$ cat src/rtl/prot_seq_pkg.sv
package prot_seq_pkg;

   typedef enum logic [1:0] {
      PH_IDLE = 2'd0,
      PH_LOAD = 2'd1,
      PH_PROG = 2'd2
   } phase_e;

   typedef enum logic [1:0] {
      UPD_NONE = 2'd0,
      UPD_SET  = 2'd1,
      UPD_CLR  = 2'd2
   } upd_e;

   localparam int unsigned SEQ_LEN  = 6;
   localparam int unsigned FORK_POS = 2;

   localparam logic [7:0] KEY_OPEN  = 8'hAA;
   localparam logic [7:0] KEY_SWAP  = 8'h55;
   localparam logic [7:0] KEY_LOCK  = 8'hA0;
   localparam logic [7:0] KEY_EXT   = 8'h80;
   localparam logic [7:0] KEY_FREE  = 8'h20;

   // 1: the step targets the primary command address, 0: the secondary
   function automatic logic step_on_primary(input int unsigned k);
      return !((k == 1) || (k == 4));
   endfunction

   // data key of each step; the fork step lists its continuing key
   function automatic logic [7:0] step_key(input int unsigned k);
      case (k)
         0, 3:    return KEY_OPEN;
         1, 4:    return KEY_SWAP;
         2:       return KEY_EXT;
         default: return KEY_FREE;
      endcase
   endfunction

endpackage

$ cat src/rtl/seq_matcher.sv
module seq_matcher
   import prot_seq_pkg::*;
#(
   parameter int unsigned     AW     = 15,
   parameter int unsigned     DW     = 8,
   parameter logic [AW-1:0]   ADDR_P = 'h5555,
   parameter logic [AW-1:0]   ADDR_S = 'h2AAA
) (
   input  logic          clk,
   input  logic          rst_n,
   input  logic          acc,
   input  logic          clr,
   input  logic [AW-1:0] addr,
   input  logic [DW-1:0] data,
   input  logic          prot,
   output logic          hit,
   output logic          pass,
   output logic          need,
   output upd_e          pend
);

   localparam int unsigned PW = $clog2(SEQ_LEN);

   logic [PW-1:0] pos_q;
   logic          alive_q;
   logic          armed_q;
   logic          touch_q;
   upd_e          pend_q;

   logic [AW-1:0] exp_addr;
   logic [DW-1:0] exp_key;
   logic          key_ok;
   logic          lock_ok;
   logic          last_step;

   always_comb begin
      exp_addr  = step_on_primary(int'(pos_q)) ? ADDR_P : ADDR_S;
      exp_key   = DW'(step_key(int'(pos_q)));
      key_ok    = (data == exp_key);
      lock_ok   = (pos_q == PW'(FORK_POS)) && (data == DW'(KEY_LOCK));
      last_step = (pos_q == PW'(SEQ_LEN - 1));
      hit       = acc && alive_q && (addr == exp_addr) && (key_ok || lock_ok);
      pass      = acc && !hit && (armed_q || !prot);
      need      = touch_q || (pend_q != UPD_NONE);
      pend      = pend_q;
   end

   always_ff @(posedge clk or negedge rst_n) begin
      if (!rst_n) begin
         pos_q   <= '0;
         alive_q <= 1'b1;
         armed_q <= 1'b0;
         touch_q <= 1'b0;
         pend_q  <= UPD_NONE;
      end else if (clr) begin
         pos_q   <= '0;
         alive_q <= 1'b1;
         armed_q <= 1'b0;
         touch_q <= 1'b0;
         pend_q  <= UPD_NONE;
      end else if (acc) begin
         if (hit) begin
            if (lock_ok) begin
               pend_q  <= UPD_SET;
               armed_q <= 1'b1;
               alive_q <= 1'b0;
            end else if (last_step) begin
               pend_q  <= UPD_CLR;
               armed_q <= 1'b1;
               alive_q <= 1'b0;
            end else begin
               pos_q <= pos_q + 1'b1;
            end
         end else begin
            alive_q <= 1'b0;
            touch_q <= 1'b1;
         end
      end
   end

endmodule

$ cat src/rtl/load_window.sv
module load_window #(
   parameter int unsigned BLC_CYCLES = 600
) (
   input  logic clk,
   input  logic rst_n,
   input  logic kick,
   input  logic en,
   output logic expire
);

   localparam int unsigned CW = $clog2(BLC_CYCLES + 1);
   localparam logic [CW-1:0] LAST = CW'(BLC_CYCLES - 1);

   logic [CW-1:0] cnt_q;

   generate
      if (BLC_CYCLES < 2) begin : g_bad_window
         $error("load_window: BLC_CYCLES must be at least 2");
      end
   endgenerate

   assign expire = en && !kick && (cnt_q == LAST);

   always_ff @(posedge clk or negedge rst_n) begin
      if (!rst_n)            cnt_q <= '0;
      else if (kick)         cnt_q <= '0;
      else if (en && !expire) cnt_q <= cnt_q + 1'b1;
      else if (expire)       cnt_q <= '0;
   end

endmodule

$ cat src/rtl/prog_period.sv
module prog_period
   import prot_seq_pkg::*;
#(
   parameter int unsigned PROG_CYCLES = 2500,
   parameter bit          PROT_INIT   = 1'b0
) (
   input  logic clk,
   input  logic rst_n,
   input  logic start,
   input  upd_e upd,
   output logic busy,
   output logic done,
   output logic prot
);

   localparam int unsigned CW = $clog2(PROG_CYCLES + 1);
   localparam logic [CW-1:0] LAST = CW'(PROG_CYCLES - 1);

   logic [CW-1:0] cnt_q;
   logic          busy_q;
   upd_e          upd_q;
   logic          prot_q = PROT_INIT;

   generate
      if (PROG_CYCLES < 2) begin : g_bad_period
         $error("prog_period: PROG_CYCLES must be at least 2");
      end
   endgenerate

   assign busy = busy_q;
   assign done = busy_q && (cnt_q == LAST);
   assign prot = prot_q;

   always_ff @(posedge clk or negedge rst_n) begin
      if (!rst_n) begin
         busy_q <= 1'b0;
         cnt_q  <= '0;
         upd_q  <= UPD_NONE;
      end else if (start) begin
         busy_q <= 1'b1;
         cnt_q  <= '0;
         upd_q  <= upd;
      end else if (done) begin
         busy_q <= 1'b0;
         cnt_q  <= '0;
         upd_q  <= UPD_NONE;
      end else if (busy_q) begin
         cnt_q <= cnt_q + 1'b1;
      end
   end

   // retained flag: no reset term, stands for the nonvolatile bit
   always_ff @(posedge clk) begin
      if (done && (upd_q == UPD_SET))      prot_q <= 1'b1;
      else if (done && (upd_q == UPD_CLR)) prot_q <= 1'b0;
   end

endmodule

$ cat src/rtl/prot_seq_guard.sv
module prot_seq_guard
   import prot_seq_pkg::*;
#(
   parameter int unsigned   AW          = 15,
   parameter int unsigned   DW          = 8,
   parameter logic [AW-1:0] ADDR_P      = 'h5555,
   parameter logic [AW-1:0] ADDR_S      = 'h2AAA,
   parameter int unsigned   BLC_CYCLES  = 600,
   parameter int unsigned   PROG_CYCLES = 2500,
   parameter bit            PROT_INIT   = 1'b0
) (
   input  logic          clk,
   input  logic          rst_n,
   input  logic          wr_vld,
   input  logic [AW-1:0] wr_addr,
   input  logic [DW-1:0] wr_data,
   output logic          byte_pass,
   output logic          prog_start,
   output logic          prot_on
);

   generate
      if (DW < 8) begin : g_bad_dw
         $error("prot_seq_guard: DW must hold an 8-bit key");
      end
      if (ADDR_P == ADDR_S) begin : g_bad_addr
         $error("prot_seq_guard: command addresses must differ");
      end
   endgenerate

   phase_e phase;
   logic   acc;
   logic   hit;
   logic   need;
   logic   expire;
   logic   busy;
   logic   done;
   upd_e   pend;

   assign acc        = wr_vld && (phase != PH_PROG);
   assign prog_start = expire && need;

   seq_matcher #(
      .AW(AW), .DW(DW), .ADDR_P(ADDR_P), .ADDR_S(ADDR_S)
   ) u_match (
      .clk(clk), .rst_n(rst_n), .acc(acc), .clr(expire),
      .addr(wr_addr), .data(wr_data), .prot(prot_on),
      .hit(hit), .pass(byte_pass), .need(need), .pend(pend)
   );

   load_window #(.BLC_CYCLES(BLC_CYCLES)) u_win (
      .clk(clk), .rst_n(rst_n), .kick(acc),
      .en(phase == PH_LOAD), .expire(expire)
   );

   prog_period #(.PROG_CYCLES(PROG_CYCLES), .PROT_INIT(PROT_INIT)) u_prog (
      .clk(clk), .rst_n(rst_n), .start(prog_start), .upd(pend),
      .busy(busy), .done(done), .prot(prot_on)
   );

   always_ff @(posedge clk or negedge rst_n) begin
      if (!rst_n) begin
         phase <= PH_IDLE;
      end else begin
         case (phase)
            PH_IDLE: if (acc)    phase <= PH_LOAD;
            PH_LOAD: if (expire) phase <= need ? PH_PROG : PH_IDLE;
            PH_PROG: if (done)   phase <= PH_IDLE;
            default:             phase <= PH_IDLE;
         endcase
      end
   end

endmodule

$ cat config.mk
export PLATFORM = sky130hd
export DESIGN_NAME = prot_seq_guard
export DESIGN_NICKNAME = d
export VERILOG_FILES = /design/src/rtl/prot_seq_pkg.sv /design/src/rtl/seq_matcher.sv /design/src/rtl/load_window.sv /design/src/rtl/prog_period.sv /design/src/rtl/prot_seq_guard.sv
export SDC_FILE = /design/constraint.sdc
export NUM_CORES = 1
export LEC_CHECK = 0
export ABC_CLOCK_PERIOD_IN_PS = 3100
export BUFFER_PORTS_ARGS = -buffer_cell sky130_fd_sc_hd__buf_2
export CAP_MARGIN = 20
export CORE_UTILIZATION = 59
export CTS_BUF_LIST = sky130_fd_sc_hd__clkbuf_2 sky130_fd_sc_hd__clkbuf_4 sky130_fd_sc_hd__clkbuf_8
export DETAILED_ROUTE_END_ITERATION = 12
export GPL_TIMING_DRIVEN = 0
export PLACE_DENSITY = 0.89
export SYNTH_ARGS = -nofsm -noshare
export SYNTH_HDL_FRONTEND = slang
export SYNTH_SLANG_ARGS = --single-unit
export TNS_END_PERCENT = 1
$ cat constraint.sdc
create_clock -name clk -period 3.1 [get_ports clk]
set_clock_uncertainty 0.15 [all_clocks]
set_input_delay 0.62 -clock clk [delete_from_list [all_inputs] [get_ports clk]]
set_output_delay 0.62 -clock clk [all_outputs]
set_load 0.005 [all_outputs]
==> key figures <==
Outcome
  • Run status: finished, final reports clean

Routing
  • Post-route DRC: 0
  • Post-Route WL: 4250 um
  • Antenna-violating nets left: 0
  • Vias/cell: 5.72
  • DR pass1 iterations: 4
  • Via count: around 1800
  • Routed length per instance: 13.8 um
  • DR iter-0 viols: 86

Global routing
  • First-pass GRT wire length: 6470 um
  • Gr usage total: 0.237
  • Initial antenna violation count: 0
  • Largest net degree at the start of global routing: 36
  • Vias in the first global route: 1602
  • Grt ovf: 0

STA
  • Relative slew slack: 0.492
  • Period utilization: 0.972
  • Max-slew violations: 0
  • FMAX: 332 MHz
  • Final min period: between 3000 and 4000 ps
  • Hold Fails Final Rpt: 0
  • Slew @ Worst Pin: between 700 and 800 ps
  • Setup TNS Final: 0 ps
  • Final worst slack: 85.4 ps
  • Endpoints failing setup: 0

Cells and area
  • Area Growth Syn to Fin: 18.4%
  • # fillers: about 230
  • Layout Nets: 294
  • Area of the multi-input gates: 1220 um^2
  • FF+latch area: 897 um^2
  • Share of layout cells above drive strength 1: 0.240
  • ANT cells: 0
  • Final core utilization: 0.739
  • Final instance area: 2480 um^2

Run
  • Max Cap Viol: 0

Placement
  • Pre-CTS setup slack: between 100 and 150 ps
  • Post-DP HPWL: 2930 um
  • Port Buf Inserts: 28
  • Gpl congestion: 0.750
  • Area after DPL: between 2000 and 2500 um^2

Pwr
  • VDD IR max: 0.306 mV
  • Total power: around 0.81 mW
  • Leak pwr: 1.10 nW
  • PD cells: 326 nW/um^2

Synth
  • Largest family of logic cells by synthesized area: simple AND/OR/NAND/NOR gates
  • Synth Area in XOR/XNOR: 0.0626
  • Adder-cell share of the synthesized area: 0.0417
  • Area leader, netlist: dfrtp_1
  • Synthesized Nets: 252
  • Mean Syn Cell Area: 9.58 um^2
  • Ranking of synthesized cells by area: dfrtp_1 41%, nor2_1 5.4%, ha_1 4.2%
  • Mapped Cells: around 220
  • Synth warn: 0
  • Async set-or-reset flop fraction in the synthesized netlist: 0.972
  • EDFF count, synth: 0
  • Register area share after synthesis: 0.428
  • Synthesized cell area: 2100 um^2
  • Commonest cells post-synth: 34 x dfrtp_1, 30 x nor2_1, 20 x nand2_1
  • Unique cell type count in the Yosys netlist: 51
  • Synth Area in Simple Gates: 0.281
  • Most frequent cell after synthesis: dfrtp_1
  • Synth Area in Compound Gates: 0.138
  • Primary FF master, synth: dfrtp_1
  • Synth Register Bits: 36
  • Synth top area share: 0.405
  • Post-synthesis mux area share: 0.0262

Floorplan
  • Die outline width: 61.6 um
  • Core Footprint: around 3400 um^2
  • Chip height: 61.6 um
  • Initial Util: 0.624
  • Die area: ~3800 um^2
  • I/O pin count: 29
  • Num rows: 21

Worst setup path
  • Worst r2r dst: u_match.pos_q[1]
  • WP data arrival: 2240 ps
  • CP Launch Type: register
  • Reg2reg start: u_match.pos_q[1]
  • Setup crit end kind: primary output
  • Kind of critical path: register to primary output
  • Reg2Reg Depth: 11
  • Crit. Startpoint: u_match.pos_q[1]
  • R2r setup slk: around 250 ps
  • Peak fanout along the critical path: 5
  • Worst EP required: 2330 ps

Clock network
  • Reg clk slew, reported paths: about 110 ps
  • Number of CTS-inserted buffers: 5
  • CTS tree: built
  • Worst-Skew Late Latency: 350 ps
  • H-Tree Depth: 2
  • Root Buffer: clkbuf_4
  • Clock Path Buffers: 2
  • Clk sinks: 36

Hold path
  • Hold Path Class: input port to async pin
-- cell type report --
class | count | area share
multi-input combinational | 172 | 0.492
sequential | 36 | 0.361
timing repair buffer | 35 | 0.0775
clock buffer | 8 | 0.0267
tap | 46 | 0.0232
buffer | 5 | 0.0106
inverter | 6 | 0.00906
-- layer usage --
layer | track usage | vias to the layer above | wire (um)
li1 | - | 881 | -
met1 | 0.269 | 827 | 1960
met2 | 0.421 | 44 | 2020
met3 | 0.0651 | 11 | 179
met4 | 0.0984 | 0 | 95
met5 | 0 | - | 0
-- worst max-delay path: stages (launching register included) --
cell and delay, ps:
dfrtp_1 420, inv_1 140, ha_4 200, mux2i_4 180
a41oi_2 80, a2111oi_4 390, o211ai_4 130, a21oi_2 170
nor3_1 60, buf_2 120
-- cell families after synthesis --
| family | after synthesis |
|---|---|
| adders and majority gates | 7 |
| and+or+nand+nor | 107 |
| muxes | 5 |
| AOI/OAI and AO/OA | 38 |
| buffers and inverters | 11 |
| DFF | 36 |
| xor gates and xnor gates | 15 |
-- placed cells by master (no fill, tap or decap), types with 2 or more instances in the layout --
cell / count
or2_2: 2
dfrtp_1: 34
and4b_1: 2
xnor2_1: 8
buf_2: 28
clkbuf_1: 3
o21ai_0: 17
a32o_1: 3
nand2_1: 20
and3_1: 7
a21oi_2: 2
inv_1: 6
ha_2: 2
a21oi_1: 3
ha_4: 2
nor4bb_1: 6
nand3_1: 11
nor3_1: 6
ha_1: 3
nand4_1: 4
buf_4: 7
nor3b_1: 2
xor2_1: 7
nand4b_1: 3
nand2b_1: 2
mux2i_1: 3
clkbuf_4: 7
nor2_1: 30
or3_1: 2
-- state kept, by name, indices dropped and copies added (netlist names) --
register and count:
u_match.armed_q 1, u_prog.prot 1, u_prog.upd_q 2, u_win.cnt_q 10
u_match.touch_q 1, u_prog.busy 1, u_match.pend 2, u_prog.cnt_q 12
phase 2, u_match.alive_q 1, u_match.pos_q 3
-- stage by stage --
stage	hold WS (ps)	std cells
after floorplan	174	219
after global placement	308	293
after detailed placement	303	293
after CTS	206	304
after global routing	242	308
final	173	308
-- power breakdown --
| part | leakage, nW | switching [mW] | total (mW) | internal (mW) |
|---|---|---|---|---|
| Sequential | 0.450 | 0.00376 | 0.476 | 0.472 |
| Combinational | 0.613 | 0.0292 | 0.0521 | 0.0229 |
| Clock | 0.0394 | 0.152 | 0.281 | 0.129 |
| Total | 1.10 | 0.185 | 0.809 | 0.625 |
-- worst max path at each step --
stage               cells after the start  slack [ps]   endpoint
finish                                  9          90  byte_pass
global route                            9         -40  byte_pass
detailed placement                      7         140  byte_pass
floorplan                               5         420  byte_pass
global placement                        7         140  byte_pass
CTS                                     8           8  byte_pass
-- what timing repair did --
item / in CTS / in global routing
buffers inserted: 3 / 4
resized for setup: 2 / 10
endpoints found under the setup margin: 1 / 2
pin swaps: 2 / 2
hold buffers: 0 / 0
Power figures use the tool's default switching activity.
